$ cat src/rtl/irqc_pkg.sv
package irqc_pkg;

  // Strobes from the address decoder to the register datapath
  typedef struct packed {
    logic setMask;
    logic clrMask;
    logic clrStatus;
  } irqc_strb_t;

  // Event bit positions: the event producers drive these lines
  localparam int unsigned EV_RX_LEVEL       = 0;
  localparam int unsigned EV_RX_EMPTY       = 1;
  localparam int unsigned EV_RX_FULL        = 2;
  localparam int unsigned EV_TX_EMPTY       = 3;
  localparam int unsigned EV_TX_FULL        = 4;
  localparam int unsigned EV_RX_OVERRUN     = 5;
  localparam int unsigned EV_FRAME_ERR      = 6;
  localparam int unsigned EV_PARITY_ERR     = 7;
  localparam int unsigned EV_RX_IDLE        = 8;
  localparam int unsigned EV_LINE_CHANGE    = 9;
  localparam int unsigned EV_TX_LEVEL       = 10;
  localparam int unsigned EV_TX_ALMOST_FULL = 11;
  localparam int unsigned EV_TX_OVERFLOW    = 12;
  localparam int unsigned EV_RX_BREAK       = 13;
  localparam int unsigned EV_COUNT          = 14;

endpackage

$ cat src/rtl/irqc_ctrl.sv
module irqc_ctrl
  import irqc_pkg::*;
#(
  parameter int unsigned ADDR_W  = 8,
  parameter int unsigned DATA_W  = 32,
  parameter int unsigned NUM_SRC = 14,
  parameter logic [ADDR_W-1:0] SET_OFS  = 'h08,
  parameter logic [ADDR_W-1:0] CLR_OFS  = 'h0C,
  parameter logic [ADDR_W-1:0] MASK_OFS = 'h10,
  parameter logic [ADDR_W-1:0] STAT_OFS = 'h14
) (
  input  logic               clk,
  input  logic               rstN,
  input  logic               wrEn,
  input  logic [ADDR_W-1:0]  addr,
  input  logic [DATA_W-1:0]  wrData,
  input  logic [NUM_SRC-1:0] maskQ,
  input  logic [NUM_SRC-1:0] statusQ,
  output irqc_strb_t         strb,
  output logic [NUM_SRC-1:0] wBits,
  output logic [DATA_W-1:0]  rdData
);

  // Only the valid source bits of the write data reach the datapath
  assign wBits = wrData[NUM_SRC-1:0];

  // Write decode
  always_comb begin
    strb = '0;
    if (wrEn) begin
      if (addr == SET_OFS)  strb.setMask   = 1'b1;
      if (addr == CLR_OFS)  strb.clrMask   = 1'b1;
      if (addr == STAT_OFS) strb.clrStatus = 1'b1;
    end
  end

  // Read mux with zero padding above the valid bits
  always_comb begin
    if (addr == MASK_OFS)      rdData = DATA_W'(maskQ);
    else if (addr == STAT_OFS) rdData = DATA_W'(statusQ);
    else                       rdData = '0;
  end


  upper_bits_zero_chk: assert property (@(posedge clk) disable iff (!rstN)
    rdData[DATA_W-1:NUM_SRC] == '0);


  one_strobe_chk: assert property (@(posedge clk) disable iff (!rstN)
    $onehot0({strb.setMask, strb.clrMask, strb.clrStatus}));

endmodule

$ cat src/rtl/irqc_datapath.sv
module irqc_datapath
  import irqc_pkg::*;
#(
  parameter int unsigned NUM_SRC = 14
) (
  input  logic               clk,
  input  logic               rstN,
  input  irqc_strb_t         strb,
  input  logic [NUM_SRC-1:0] wBits,
  input  logic [NUM_SRC-1:0] events,
  output logic [NUM_SRC-1:0] maskQ,
  output logic [NUM_SRC-1:0] statusQ,
  output logic               irq
);

  logic [NUM_SRC-1:0] maskNxt;
  logic [NUM_SRC-1:0] statusNxt;

  for (genvar b = 0; b < NUM_SRC; b++) begin : g_bit
    // Clear wins over set on the mask
    assign maskNxt[b] = (strb.clrMask && wBits[b]) ? 1'b0 :
                        (strb.setMask && wBits[b]) ? 1'b1 : maskQ[b];
    // A new event wins over an acknowledge on the status
    assign statusNxt[b] = events[b] ? 1'b1 :
                          (strb.clrStatus && wBits[b]) ? 1'b0 : statusQ[b];
  end

  always_ff @(posedge clk or negedge rstN) begin
    if (!rstN) begin
      maskQ   <= '0;
      statusQ <= '0;
    end else begin
      maskQ   <= maskNxt;
      statusQ <= statusNxt;
    end
  end

  assign irq = |(maskQ & statusQ);


  mask_set_chk: assert property (@(posedge clk) disable iff (!rstN)
    (strb.setMask && !strb.clrMask) |=> ((maskQ & $past(wBits)) == $past(wBits)));


  mask_clr_chk: assert property (@(posedge clk) disable iff (!rstN)
    strb.clrMask |=> ((maskQ & $past(wBits)) == '0));


  mask_hold_chk: assert property (@(posedge clk) disable iff (!rstN)
    (!strb.setMask && !strb.clrMask) |=> $stable(maskQ));


  status_sticky_chk: assert property (@(posedge clk) disable iff (!rstN)
    !strb.clrStatus |=> ((statusQ & $past(statusQ)) == $past(statusQ)));


  status_capture_chk: assert property (@(posedge clk) disable iff (!rstN)
    (events != '0) |=> ((statusQ & $past(events)) == $past(events)));


  status_ack_chk: assert property (@(posedge clk) disable iff (!rstN)
    (strb.clrStatus && events == '0) |=> ((statusQ & $past(wBits)) == '0));


  event_beats_ack_chk: assert property (@(posedge clk) disable iff (!rstN)
    (strb.clrStatus && (events & wBits) != '0) |=> ((statusQ & $past(events & wBits)) != '0));


  no_mask_no_irq_chk: assert property (@(posedge clk) disable iff (!rstN)
    (maskQ == '0 || statusQ == '0) |-> !irq);

endmodule

$ cat src/rtl/irq_mask_ctrl.sv
module irq_mask_ctrl
  import irqc_pkg::*;
#(
  parameter int unsigned ADDR_W  = 8,
  parameter int unsigned DATA_W  = 32,
  parameter int unsigned NUM_SRC = EV_COUNT
) (
  input  logic               clk,
  input  logic               rstN,
  input  logic               wrEn,
  input  logic [ADDR_W-1:0]  addr,
  input  logic [DATA_W-1:0]  wrData,
  output logic [DATA_W-1:0]  rdData,
  input  logic [NUM_SRC-1:0] events,
  output logic               irq
);

  irqc_strb_t         strb;
  logic [NUM_SRC-1:0] wBits;
  logic [NUM_SRC-1:0] maskQ;
  logic [NUM_SRC-1:0] statusQ;

  irqc_ctrl #(
    .ADDR_W (ADDR_W),
    .DATA_W (DATA_W),
    .NUM_SRC(NUM_SRC)
  ) u_ctrl (
    .clk    (clk),
    .rstN   (rstN),
    .wrEn   (wrEn),
    .addr   (addr),
    .wrData (wrData),
    .maskQ  (maskQ),
    .statusQ(statusQ),
    .strb   (strb),
    .wBits  (wBits),
    .rdData (rdData)
  );

  irqc_datapath #(
    .NUM_SRC(NUM_SRC)
  ) u_dp (
    .clk    (clk),
    .rstN   (rstN),
    .strb   (strb),
    .wBits  (wBits),
    .events (events),
    .maskQ  (maskQ),
    .statusQ(statusQ),
    .irq    (irq)
  );

endmodule

$ cat config.mk
export PLATFORM = sky130hd
export DESIGN_NAME = irq_mask_ctrl
export DESIGN_NICKNAME = d
export VERILOG_FILES = /design/src/rtl/irqc_pkg.sv /design/src/rtl/irqc_ctrl.sv /design/src/rtl/irqc_datapath.sv /design/src/rtl/irq_mask_ctrl.sv
export SDC_FILE = /design/constraint.sdc
export NUM_CORES = 1
export LEC_CHECK = 0
export ABC_AREA = 0
export BUFFER_PORTS_ARGS = -buffer_cell sky130_fd_sc_hd__buf_2
export CAP_MARGIN = 20
export CORE_MARGIN = 4
export CORE_UTILIZATION = 40
export DETAILED_ROUTE_END_ITERATION = 7
export PLACE_DENSITY = 0.73
export RECOVER_POWER = 50
export SYNTH_ARGS = -nofsm -noshare
export SYNTH_HDL_FRONTEND = slang
export SYNTH_SLANG_ARGS = --single-unit
$ cat constraint.sdc
create_clock -name clk -period 3.14 [get_ports clk]
set_input_delay 0.628 -clock clk [delete_from_list [all_inputs] [get_ports clk]]
set_output_delay 0.628 -clock clk [all_outputs]
set_load 0.02 [all_outputs]
Word level (Yosys, flattened, before mapping)
Index checks and enable logic that the tools add are counted.
Widths: inputs -> output; s select.
{"block": "classes", "n_eq_ne": 4, "mux": 62, "bitwise_logic": 1, "reduce_logical": 71}
{"operator": "$mux 1", "n": 59}
{"operator": "$reduce_bool 2->1", "n": 28}
{"operator": "$logic_and 1x1->1", "n": 42}
{"operator": "$mux 32", "n": 1}
{"operator": "$eq 8x4->1 const B", "n": 2}
{"operator": "$eq 8x5->1 const B", "n": 2}
{"operator": "$and 14x14->14", "n": 1}
{"operator": "$mux 14", "n": 1}
{"operator": "$reduce_or 14->1", "n": 1}
{"operator": "$mux 3", "n": 1}
{"block": "totals", "regBits": 28, "inputBits": 57, "out_inout_bits": 33}

Longest topological paths before layout
Gate-level depths: netlist of run 1.
{"block": "depth", "word_depth": 6, "mapped_depth": 5, "mapped_depth_nobuf": 3}

Cells and area by module
From an unflattened synthesis of run 1, not the netlist that was laid out.
{"block": "unflattened", "hier_cells": 171, "hier_area_um2": 1696.6}
{"mod": "irqc_datapath", "n_inst": 1, "cells_per_inst": 96, "area_per_inst_um2": 1092.3}
{"mod": "irqc_ctrl", "n_inst": 1, "cells_per_inst": 75, "area_per_inst_um2": 604.3}

Least setup slack after synthesis of run 1
OpenSTA, ideal clock, no wires.
{"block": "synth_timing", "path_type": "in2out", "start": "input port addr[0]", "end": "output port rdData[10]", "arrival_time_ns": 1.659, "setup_slack_ns": 0.853, "stages": 5, "cell_sequence": "nor4_4 > and3_1 > buf_2 > buf_6 > a22o_1"}
{"block": "synth_between", "elab_chain_cells": 3, "word_cells_on_any_way": 4, "cone_classes": "eq/ne: 2; mux: 2"}
{"item": "start, declared", "line": "irq_mask_ctrl.sv:11", "source": "input logic [ADDR_W-1:0] addr,"}
{"item": "$eq 8x5->1", "line": "irqc_ctrl.sv:40", "source": "else if (addr == STAT_OFS) rdData = DATA_W'(statusQ);"}
{"item": "$mux 14", "line": "irqc_ctrl.sv:40"}
{"item": "$mux 32 (*)", "line": "irqc_ctrl.sv:39", "source": "if (addr == MASK_OFS) rdData = DATA_W'(maskQ);"}
{"item": "end, declared", "line": "irq_mask_ctrl.sv:13", "source": "output logic [DATA_W-1:0] rdData,"}
Every way passes the cells marked *; elsewhere a longest branch is shown, timed or not.

Final worst setup path of run 1
{"block": "layout_timing", "start": "input port addr[0]", "end": "output port rdData[0]"}
The elaborated chain is that of the path after synthesis.

==> results of run 1 <==
-- power groups by stage --
stage               sequential [µW]  clock [µW]  combinational, µW
floorplan                       381           0               63.0
global placement                383           0               91.8
detailed placement              383           0               92.6
CTS                             376         197               92.7
global route                    378         209                102
finish                          376         189               92.2
-- worst paths after layout --
path                                              from                            to  slack, ps  depth (start not counted)
min                        u_dp.statusQ[6]$_DFFE_PN0P_   u_dp.statusQ[6]$_DFFE_PN0P_        510                          1
max                                            addr[0]                     rdData[0]        440                          5
max in group asynchronous                         rstN  u_dp.statusQ[13]$_DFFE_PN0P_       1580                          1
max reg2reg                 u_dp.maskQ[12]$_DFFE_PN0P_    u_dp.maskQ[12]$_DFFE_PN0P_       2470                          2
min in group asynchronous                         rstN   u_dp.statusQ[3]$_DFFE_PN0P_        690                          1
min reg2reg                u_dp.statusQ[6]$_DFFE_PN0P_   u_dp.statusQ[6]$_DFFE_PN0P_        510                          1
-- cell usage after synthesis (all sizes together) --
cell    instances  share of area (%)
conb            1               0.23
buf            24                 11
nor4            1                1.3
and3            2               0.76
a22oi           5                2.3
a21o           14                6.4
nor3            1               0.30
a221oi          1               0.53
and2            1               0.38
dfrtp          28                 43
mux2i          14                8.5
inv            14                3.2
clkbuf          6                1.4
a22o           15                8.0
nor3b           1               0.76
nor2            1               0.23
nand4          29                 11
and3b           2                1.1
-- kinds of logic after synthesis --
family                 Yosys count  synth area share [%]
buffers and inverters           44                 15.54
multiplexers                    14                 8.530
other                            1                0.2283
AO/OA/AOI/OAI                   35                 17.21
flip-flops                      28                 42.65
AND/OR/NAND/NOR                 38                 15.84
-- routing by layer --
metal  GRT usage (%)  routed length (µm)  up-vias
li1                -                   -      652
met1           19.95                1695      628
met2           28.31                2094       29
met3           2.078                 156        4
met4           6.889                  50        0
met5               0                   0        -
-- through the flow --
step	worst slack (ps)	area, µm²
4_1_cts	449.9	1903
5_1_grt	292.5	1902
6_report	440.6	1902
3_3_place_gp	478.2	1862
3_5_place_dp	448.3	1862
2_1_floorplan	853.2	1707
-- state kept, by name, summed over array words and instances (netlist names) --
| register | count |
|---|---|
| u_dp.maskQ | 14 |
| u_dp.statusQ | 14 |
-- cell usage in the layout (no fill, tap or decap), drive strengths merged --
cell	instances
and3	2
a22oi	5
clkbuf	4
mux2i	14
a221oi	1
a22o	15
nor4	1
nor3	1
buf	56
conb	18
and2	1
a21o	14
inv	14
nor3b	1
nand4	29
dfrtp	28
and3b	2
nor2	1
-- cell type report --
type | count | area, µm²
flip-flops and latches | 28 | 700.7
well taps | 50 | 62.56
inverters | 14 | 52.55
clock buffers | 3 | 41.29
fillers | 387 | 2098
repair buffers | 57 | 294.0
multi-input cells | 105 | 750.7
==> reports/results.txt, run 1 <==
Final period util = 85.97%
Maximum clock frequency = 0.3705 GHz
Iter 0 DRT Violations = 77
Placed cell count = 254
Hold Crit Class = reg -> reg
CTS tree = built
Total gr overflow = 0
Ports = 90
Crit path kind = in -> out
CORE AREA = 4000 µm²
Worst-path cell chain = buf_2 -> nor4_4 -> and3b_1 -> a22o_1 -> buf_2
Die area = 5196 µm²
Ant. Diodes = 0
Status = finished, final reports clean
Postcts setup bufs = 0
Final Max Tran Viols = 0
Mapped Area = 1643 µm²
Net Sw Frac = 26.34%
Pre-antenna DRT Iters = 4
Unrepaired setup endpoints after global routing = false
Clk sinks = 28
Rel. slew slack = 1.434%
Wirelength per Cell = 15.55 µm
Vias in the first global route = 1362
Critical path's largest stage delay = 590 ps
P&R area growth vs syn = 15.77%
Starting Density = 41.07%
Clk pin slew, worst setup/hold paths = 80 ps
# rows = 23
Synth cell types = 20
Crit path time final = 2699 ps
Portion of total power attributed to sequential cells = 57.3%
Yosys reg bits = 28
Critical Path Sink Type = output port
Internal power = 484.0 µW
Cells after Synth = 160
Largest net degree at the start of global routing = 29
H-tree depth = 1
Layout Utilization = 47.54%
RD Place Congestion = 0.7981
Top cell family by delay on the critical path = simple AND/OR/NAND/NOR gates
Die Ht = 72.09 µm
Clock share of power = 28.7%
Buf+Inv Stages, Crit Path = 2
CP Max Fanout = 14
Cell Pwr Density = 345.5 nW/µm²
Req. time, crit path = 2510 ps
Combinational power share = 14.0%
Detailed Place HPWL = 2.871 mm
Worst path arrival time = 2070 ps
Min Hold Slack = 506.4 ps
DR DRC count = 0
Cts repair resizes = 0
Final count of negative-setup-slack endpoints = 0
CTS Root Cell = clkbuf_8
VDD IR-drop max = 0.1372 mV
Layout cells sized above 1 = 29.47%
Clock buffer depth = 2
Yosys Warn Count = 0
Worst slew pin tran = 1478 ps
Hold Fails Final Rpt = 0
Final WL = 3.997 mm
Most numerous cell on the critical path = buf_2
Final nets = 266
Clk_lat worst skew = 260 ps
Syn Area/Cell = 10.27 µm²
Hold buffer count at cts = 0
Final setup TNS = 0 ps
LEAKAGE = 0.0009702 µW
Avg Vias per Cell = 5.109
Vias post-DR = 1313
CTS Buf Count = 3
Max-cap violations = 0
Final Non-Filler Cells = 257
Post-route ant nets = 0
Total GRT Usage = 16.20%
Total power = 657.1 µW
Startpoint class of the critical path = input pin
Die Wd = 72.09 µm
First-pass GRT wire length = 6.610 mm
CP max stage cell = and3b_1
Max Clock Skew = 0 ps
Seq/Total Area, Yosys = 42.65%
Psw = 173.0 µW
Port bufs = 53
Initial antenna violation count = 0
(Power assumes the default switching activity.)
==> run 2, diff against run 1 <==
CORE_UTILIZATION = 39   (was 40)
PLACE_DENSITY = 0.72   (was 0.73)
==> run 2 against run 1 <==
Clock power is 50% higher. Critical path type unchanged. Sequential power hardly changed. Cell area is 3.2% higher. Core utilization is 1.2 points higher. Maximum frequency is 4.1% higher. Sequential share of layout area is 1.1 points lower. Critical endpoint is now rdData[2]. Clock-buffer cell count stayed put. Setup slack better by 110 ps. Highest routed layer unchanged. Clock skew stayed put. Register-to-register slack hardly changed. Largest cell class unchanged. Combinational power is 2% higher. Critical path depth is 1 higher.
==> reports/results.txt, run 2 (same netlist as run 1, synthesis figures left out) <==
Status = finished, final reports clean
Placed cell count = 258 (+1.6%)
Max-cap violations = 0 (unchanged)
Pre-antenna DRT Iters = 4 (unchanged)
Hold Fails Final Rpt = 0 (unchanged)
RD Place Congestion = 0.7747 (-2.9%)
Worst-path cell chain = buf_2 -> nor4_4 -> and3_1 -> buf_4 -> a22o_1 -> buf_2
Cell Pwr Density = 383.5 nW/µm² (+11%)
Unrepaired setup endpoints after global routing = false
CP Max Fanout = 9 (-5)
CTS Buf Count = 3 (unchanged)
Hold Crit Class = reg -> reg
Initial antenna violation count = 0 (unchanged)
Die Ht = 72.90 µm (+1.1%)
Final Non-Filler Cells = 262 (+1.9%)
H-tree depth = 1 (unchanged)
Clk_lat worst skew = 270 ps (about the same)
Buf+Inv Stages, Crit Path = 3 (+1)
Largest net degree at the start of global routing = 29 (unchanged)
Final count of negative-setup-slack endpoints = 0 (unchanged)
Final nets = 270 (+1.5%)
CTS Root Cell = clkbuf_8
Worst reg-to-reg setup slack = 2460 ps (about the same)
FILL cells = 418 (+8.0%)
Layout cells sized above 1 = 31.13% (+1.7 points)
Worst min-delay path startpoint = u_dp.statusQ[11]$_DFFE_PN0P_
CTS tree = built
# rows = 23 (unchanged)
Critical path's largest stage delay = 350 ps (-240 ps)
Vias post-DR = 1379 (+5.0%)
First-pass GRT wire length = 6.817 mm (+3.1%)
CORE AREA = 4029 µm² (+0.72%)
Worst path arrival time = 1970 ps (-100 ps)
Worst-case reg-to-reg path depth = 1 (-1)
VDD IR-drop max = 0.2121 mV (+55%)
Clock share of power = 37.6% (+8.9 points)
CP max stage cell = and3_1
Port bufs = 53 (unchanged)
P&R area growth vs syn = 19.42%
Detailed Place HPWL = 3.075 mm (+7.1%)
Worst slew pin tran = 1483 ps (+4.695 ps)
Most numerous cell on the critical path = buf_2
Final WL = 4.155 mm (+4.0%)
Critical Path Sink Type = output port
Final period util = 82.62% (-3.3 points)
Die Wd = 72.90 µm (+1.1%)
Net Sw Frac = 24.28% (-2.1 points)
Combinational power share = 12.4% (-1.6 points)
Ant. Diodes = 0 (unchanged)
Starting Density = 40.78% (-0.29 points)
Rel. slew slack = 1.121% (-0.31 points)
Final Max Tran Viols = 0 (unchanged)
Reg2reg start = u_dp.statusQ[8]$_DFFE_PN0P_
Final setup TNS = 0 ps (unchanged)
Hold buffer count at cts = 0 (unchanged)
Vias in the first global route = 1421 (+4.3%)
Register Area = 700.7 µm² (unchanged)
R2r endpoint = u_dp.statusQ[8]$_DFFE_PN0P_
Psw = 182.6 µW (+5.5%)
Top flop regs = u_dp.maskQ (14), u_dp.statusQ (14)
Wirelength per Cell = 15.86 µm (+2.0%)
Startpoint class of the critical path = input pin
DR DRC count = 0 (unchanged)
Req. time, crit path = 2510 ps (about the same)
Top cell family by delay on the critical path = simple AND/OR/NAND/NOR gates
Clk pin slew, worst setup/hold paths = 90 ps (about the same)
Multi-input gate area = 750.7 µm² (unchanged)
Crit path kind = in -> out
Worst hold path endpoint = u_dp.statusQ[11]$_DFFE_PN0P_
Avg Vias per Cell = 5.263 (+3.0%)
Postcts setup bufs = 0 (unchanged)
Commonest non-fill, non-tap cells in the layout = buf_2 (52), nand4_1 (29), dfrtp_1 (28), conb_1 (18), a22o_1 (15)
Ports = 90 (unchanged)
Clk sinks = 28 (unchanged)
Internal power = 569.7 µW (+18%)
Total gr overflow = 0 (unchanged)
Iter 0 DRT Violations = 93 (+21%)
Maximum clock frequency = 0.3855 GHz (+4.1%)
Total GRT Usage = 16.71% (+0.51 points)
Crit path time final = 2594 ps (-105.1 ps)
Max Clock Skew = 0 ps (unchanged)
LEAKAGE = 0.001005 µW (+3.6%)
Cts repair resizes = 0 (unchanged)
Clock buffer depth = 2 (unchanged)
Hold path depth = 1 (unchanged)
Die area = 5314 µm² (+2.3%)
Post-route ant nets = 0 (unchanged)
Layout Utilization = 48.70% (+1.2 points)
Min Hold Slack = 510.6 ps (+4.272 ps)
Number of stages on the worst setup path = 6 (+1)
Most common cell after layout, fill and taps aside = buf_2
Portion of total power attributed to sequential cells = 50.0% (-7.3 points)
run 2: power by group through the flow:
stage / Combinational, µW / Sequential [µW] / Clock [µW]
3_5_place_dp: 93.7 / 383 / 0
2_1_floorplan: 63.0 / 381 / 0
5_1_grt: 104 / 377 / 309
6_report: 93.6 / 376 / 283
4_1_cts: 94.3 / 376 / 291
3_3_place_gp: 92.7 / 383 / 0
run 2: metrics by stage:
stage / total power [µW] / cell area [µm²] / worst slack [ps]
floorplan: 444.5 / 1707 / 853.2
global placement: 475.7 / 1892 / 599.2
detailed placement: 476.9 / 1892 / 567.7
CTS: 761.2 / 1963 / 539.5
global route: 790.4 / 1962 / 440.2
finish: 752.4 / 1962 / 545.7
run 2: layout make-up:
| class | count | share of cell area, % |
|---|---|---|
| clock buffers | 3 | 2.105 |
| clock inverters | 1 | 1.531 |
| inverters | 14 | 2.679 |
| multi-input cells | 105 | 38.27 |
| flip-flops and latches | 28 | 35.71 |
| well taps | 50 | 3.189 |
| repair buffers | 61 | 16.52 |
run 2: worst max path at each step:
stage / endpoint / slack, ps / startpoint
2_1_floorplan: rdData[10] / 850 / addr[0]
3_3_place_gp: rdData[1] / 600 / addr[0]
3_5_place_dp: rdData[2] / 570 / addr[0]
4_1_cts: rdData[2] / 540 / addr[0]
5_1_grt: rdData[2] / 440 / addr[0]
6_report: rdData[2] / 550 / addr[0]
run 2: layer usage:
layer | track usage [%] | vias up | routed length [µm]
met1 | 20.31 | 670 | 1684
met4 | 6.557 | 0 | 74
met2 | 29.46 | 40 | 2182
li1 | - | 663 | -
met5 | 0 | - | 0
met3 | 2.617 | 6 | 214
==> run 3, diff against run 2 <==
ABC_AREA = 1   (was 0)
clock period = 2.28 ns   (was 3.14 ns; I/O delays follow)
==> run 3 against run 2 <==
The flow now finishes with violations (capacitance limit, slew limit). Clock skew unchanged. Clock power up 8.8%. Synthesized cell count rose by 59%. Core utilization decreased by 3.2 points. Cell area increased by 8.9%. Global-route usage is 1.5 points lower. Clock-buffer cell count up 1. Via count is 24% higher.
==> reports/results.txt, run 3 <==
Status = finished, violations left
Violated checks = capacitance limit, slew limit
Combinational power share = 15.5% (+3.1 points)
Mapped Area = 1886 µm² (+15%)
Cell Pwr Density = 455.2 nW/µm² (+19%)
Avg Vias per Cell = 4.773 (-9.3%)
Pre-antenna DRT Iters = 4 (unchanged)
Worst min-delay path startpoint = events[0]
Worst hold path endpoint = u_dp.statusQ[0]$_DFFE_PN0P_
Most numerous cell in the Yosys netlist = inv_1
Net Sw Frac = 27.13% (+2.9 points)
CTS tree = built
EDFF count, synth = 0 (unchanged)
Ys flop type = dfrtp_1
Unrepaired setup endpoints after global routing = false
Commonest non-fill, non-tap cells in the layout = inv_1 (51), buf_2 (51), nand2_1 (40), dfrtp_1 (28), nand3_1 (24)
Seq/Total Area, Yosys = 37.16% (-5.5 points)
Reg2reg start = u_dp.maskQ[3]$_DFFE_PN0P_
Max Clock Skew = 0 ps (unchanged)
Req. time, crit path = 1820 ps (-690 ps)
Die area = 6011 µm² (+13%)
CTS Buf Count = 3 (unchanged)
DR DRC count = 0 (unchanged)
Maximum clock frequency = 0.4792 GHz
Final Worst Setup Slack = 193.3 ps (-352.3 ps)
Iter 0 DRT Violations = 118 (+27%)
Internal power = 708.5 µW (+24%)
Largest net degree at the start of global routing = 29 (unchanged)
Ant. Diodes = 0 (unchanged)
Detailed Place HPWL = 3.300 mm (+7.3%)
Critical Path Sink Type = output port
Hold buffer count at cts = 0 (unchanged)
Commonest cells post-synth = inv_1 (51), nand2_1 (40), dfrtp_1 (28)
Worst slew pin tran = 1503 ps (+19.99 ps)
CORE AREA = 4692 µm² (+16%)
Total gr overflow = 0 (unchanged)
Clock share of power = 31.7% (-5.9 points)
Vias post-DR = 1704 (+24%)
Die Ht = 77.53 µm (+6.4%)
Async SR Flop Fraction = 100.0% (unchanged)
Hold path depth = 3 (+2)
Wirelength per Cell = 12.64 µm (-20%)
P&R area growth vs syn = 13.27%
Initial antenna violation count = 0 (unchanged)
Startpoint class of the critical path = input pin
Worst-case reg-to-reg path depth = 2 (+1)
R2r endpoint = u_dp.maskQ[3]$_DFFE_PN0P_
Final nets = 361 (+34%)
Clk sinks = 28 (unchanged)
Final period util = 91.52%
Clk_lat worst skew = 270 ps (about the same)
Port bufs = 53 (unchanged)
Max-cap violations = 1 (+1)
CP Max Fanout = 14 (+5)
RD Place Congestion = 0.7495 (-3.3%)
Starting Density = 40.19% (-0.59 points)
Cts repair resizes = 0 (unchanged)
Ports = 90 (unchanged)
Die Wd = 77.53 µm (+6.4%)
Yosys reg bits = 28 (unchanged)
Hold Fails Final Rpt = 0 (unchanged)
Worst reg-to-reg setup slack = 1620 ps (-840 ps)
Layout cells sized above 1 = 27.72% (-3.4 points)
Post-route ant nets = 0 (unchanged)
Worst path arrival time = 1630 ps (-340 ps)
LEAKAGE = 0.001278 µW (+27%)
Total GRT Usage = 15.24% (-1.5 points)
Cells after Synth = 254 (+59%)
Clock buffer depth = 2 (unchanged)
Final count of negative-setup-slack endpoints = 0 (unchanged)
Portion of total power attributed to sequential cells = 52.8% (+2.8 points)
Final Max Tran Viols = 28 (+28)
Final WL = 4.512 mm (+8.6%)
VDD IR-drop max = 0.2490 mV (+17%)
Postcts setup bufs = 0 (unchanged)
Place WS = 214.5 ps (-353.2 ps)
FILL cells = 499 (+19%)
Psw = 263.8 µW (+44%)
Crit path kind = in -> out
Final setup TNS = 0 ps (unchanged)
Leading area contributor after synthesis = dfrtp_1
Yosys top cell area share = 37.16% (-5.5 points)
First-pass GRT wire length = 7.396 mm (+8.5%)
Clk pin slew, worst setup/hold paths = 100 ps (about the same)
Yosys Warn Count = 0 (unchanged)
CTS Root Cell = clkbuf_8
Hold Crit Class = in -> reg
# rows = 25 (+8.7%)
Vias in the first global route = 1599 (+13%)
H-tree depth = 1 (unchanged)
Area contributors post-synth = dfrtp_1 (37%), inv_1 (10%), nand2_1 (8.0%), buf_4 (7.6%), nand3_1 (6.4%)
Synth cell types = 24 (+20%)
Crit path time final = 2087 ps
Syn Area/Cell = 7.423 µm² (-28%)
Rel. slew slack = -0.2121% (-1.3 points)
Top flop regs = u_dp.maskQ (14), u_dp.statusQ (14)
-- run 3: cell types whose count changed after synthesis, sizes merged, moves of 15 or more --
cell	change
nand3	+25
nand2	+45
inv	+41
a22o	-15
nor2	+23
-- run 3: layout make-up --
class | count | area [µm²] | share of cell area [%]
Sequential cell | 28 | 700.7 | 32.81
Clock buffer | 4 | 55.05 | 2.578
Multi-Input combinational cell | 160 | 820.8 | 38.43
Tap cell | 54 | 67.56 | 3.163
Inverter | 55 | 206.4 | 9.666
Timing Repair Buffer | 56 | 285.3 | 13.36
-- run 3: worst max-delay path: stages --
cell     delay, ps
buf_2          110
inv_1           50
nand2_1         70
nor2_4         150
nand3_2        300
o22ai_1        280
buf_2          210
-- run 3: worst max path at each step --
stage                     slack, ps    start         to
after floorplan                 480  addr[5]  rdData[0]
after global placement          210  addr[5]  rdData[7]
after detailed placement        210  addr[5]  rdData[7]
after CTS                       200  addr[5]  rdData[7]
after global routing             30  addr[5]  rdData[3]
final                           190  addr[5]  rdData[7]
-- run 3: power by group through the flow --
| stage | sequential [µW] | clock, µW | combinational (µW) |
|---|---|---|---|
| floorplan | 522 | 0 | 115 |
| global placement | 522 | 0 | 150 |
| detailed placement | 523 | 0 | 152 |
| CTS | 514 | 319 | 153 |
| global route | 514 | 339 | 169 |
| finish | 513 | 308 | 151 |
-- run 3: logic make-up (layout without fill, tap and decap cells) --
kind of cell / Yosys count / in the layout / synth area share (%)
simple gates: 110 / 110 / 30.92
buf+inv: 83 / 115 / 22.69
flops: 28 / 28 / 37.16
other cells: 1 / 18 / 0.1989
compound gates: 32 / 32 / 9.025
-- run 3: metal layers --
metal	global-route usage (%)	vias to the layer above	share of wire, %
met3	3.480	4	7.4
met1	19.40	772	43
li1	-	860	-
met5	0	-	0
met2	26.17	68	49
met4	3.559	0	0.58
-- run 3: per-stage QoR --
step / util, % / hold slack, ps / power [µW] / area (µm²) / instances
after floorplan: - / 160.4 / 636.9 / 1949 / 271
after global placement: 44.40 / 454.2 / 672.5 / 2083 / 353
after detailed placement: 44.40 / 458.8 / 675.7 / 2083 / 353
after CTS: 45.57 / 223.2 / 985.2 / 2138 / 357
after global routing: 45.52 / 347.3 / 1022 / 2136 / 357
final: 45.52 / 355.8 / 972.3 / 2136 / 357
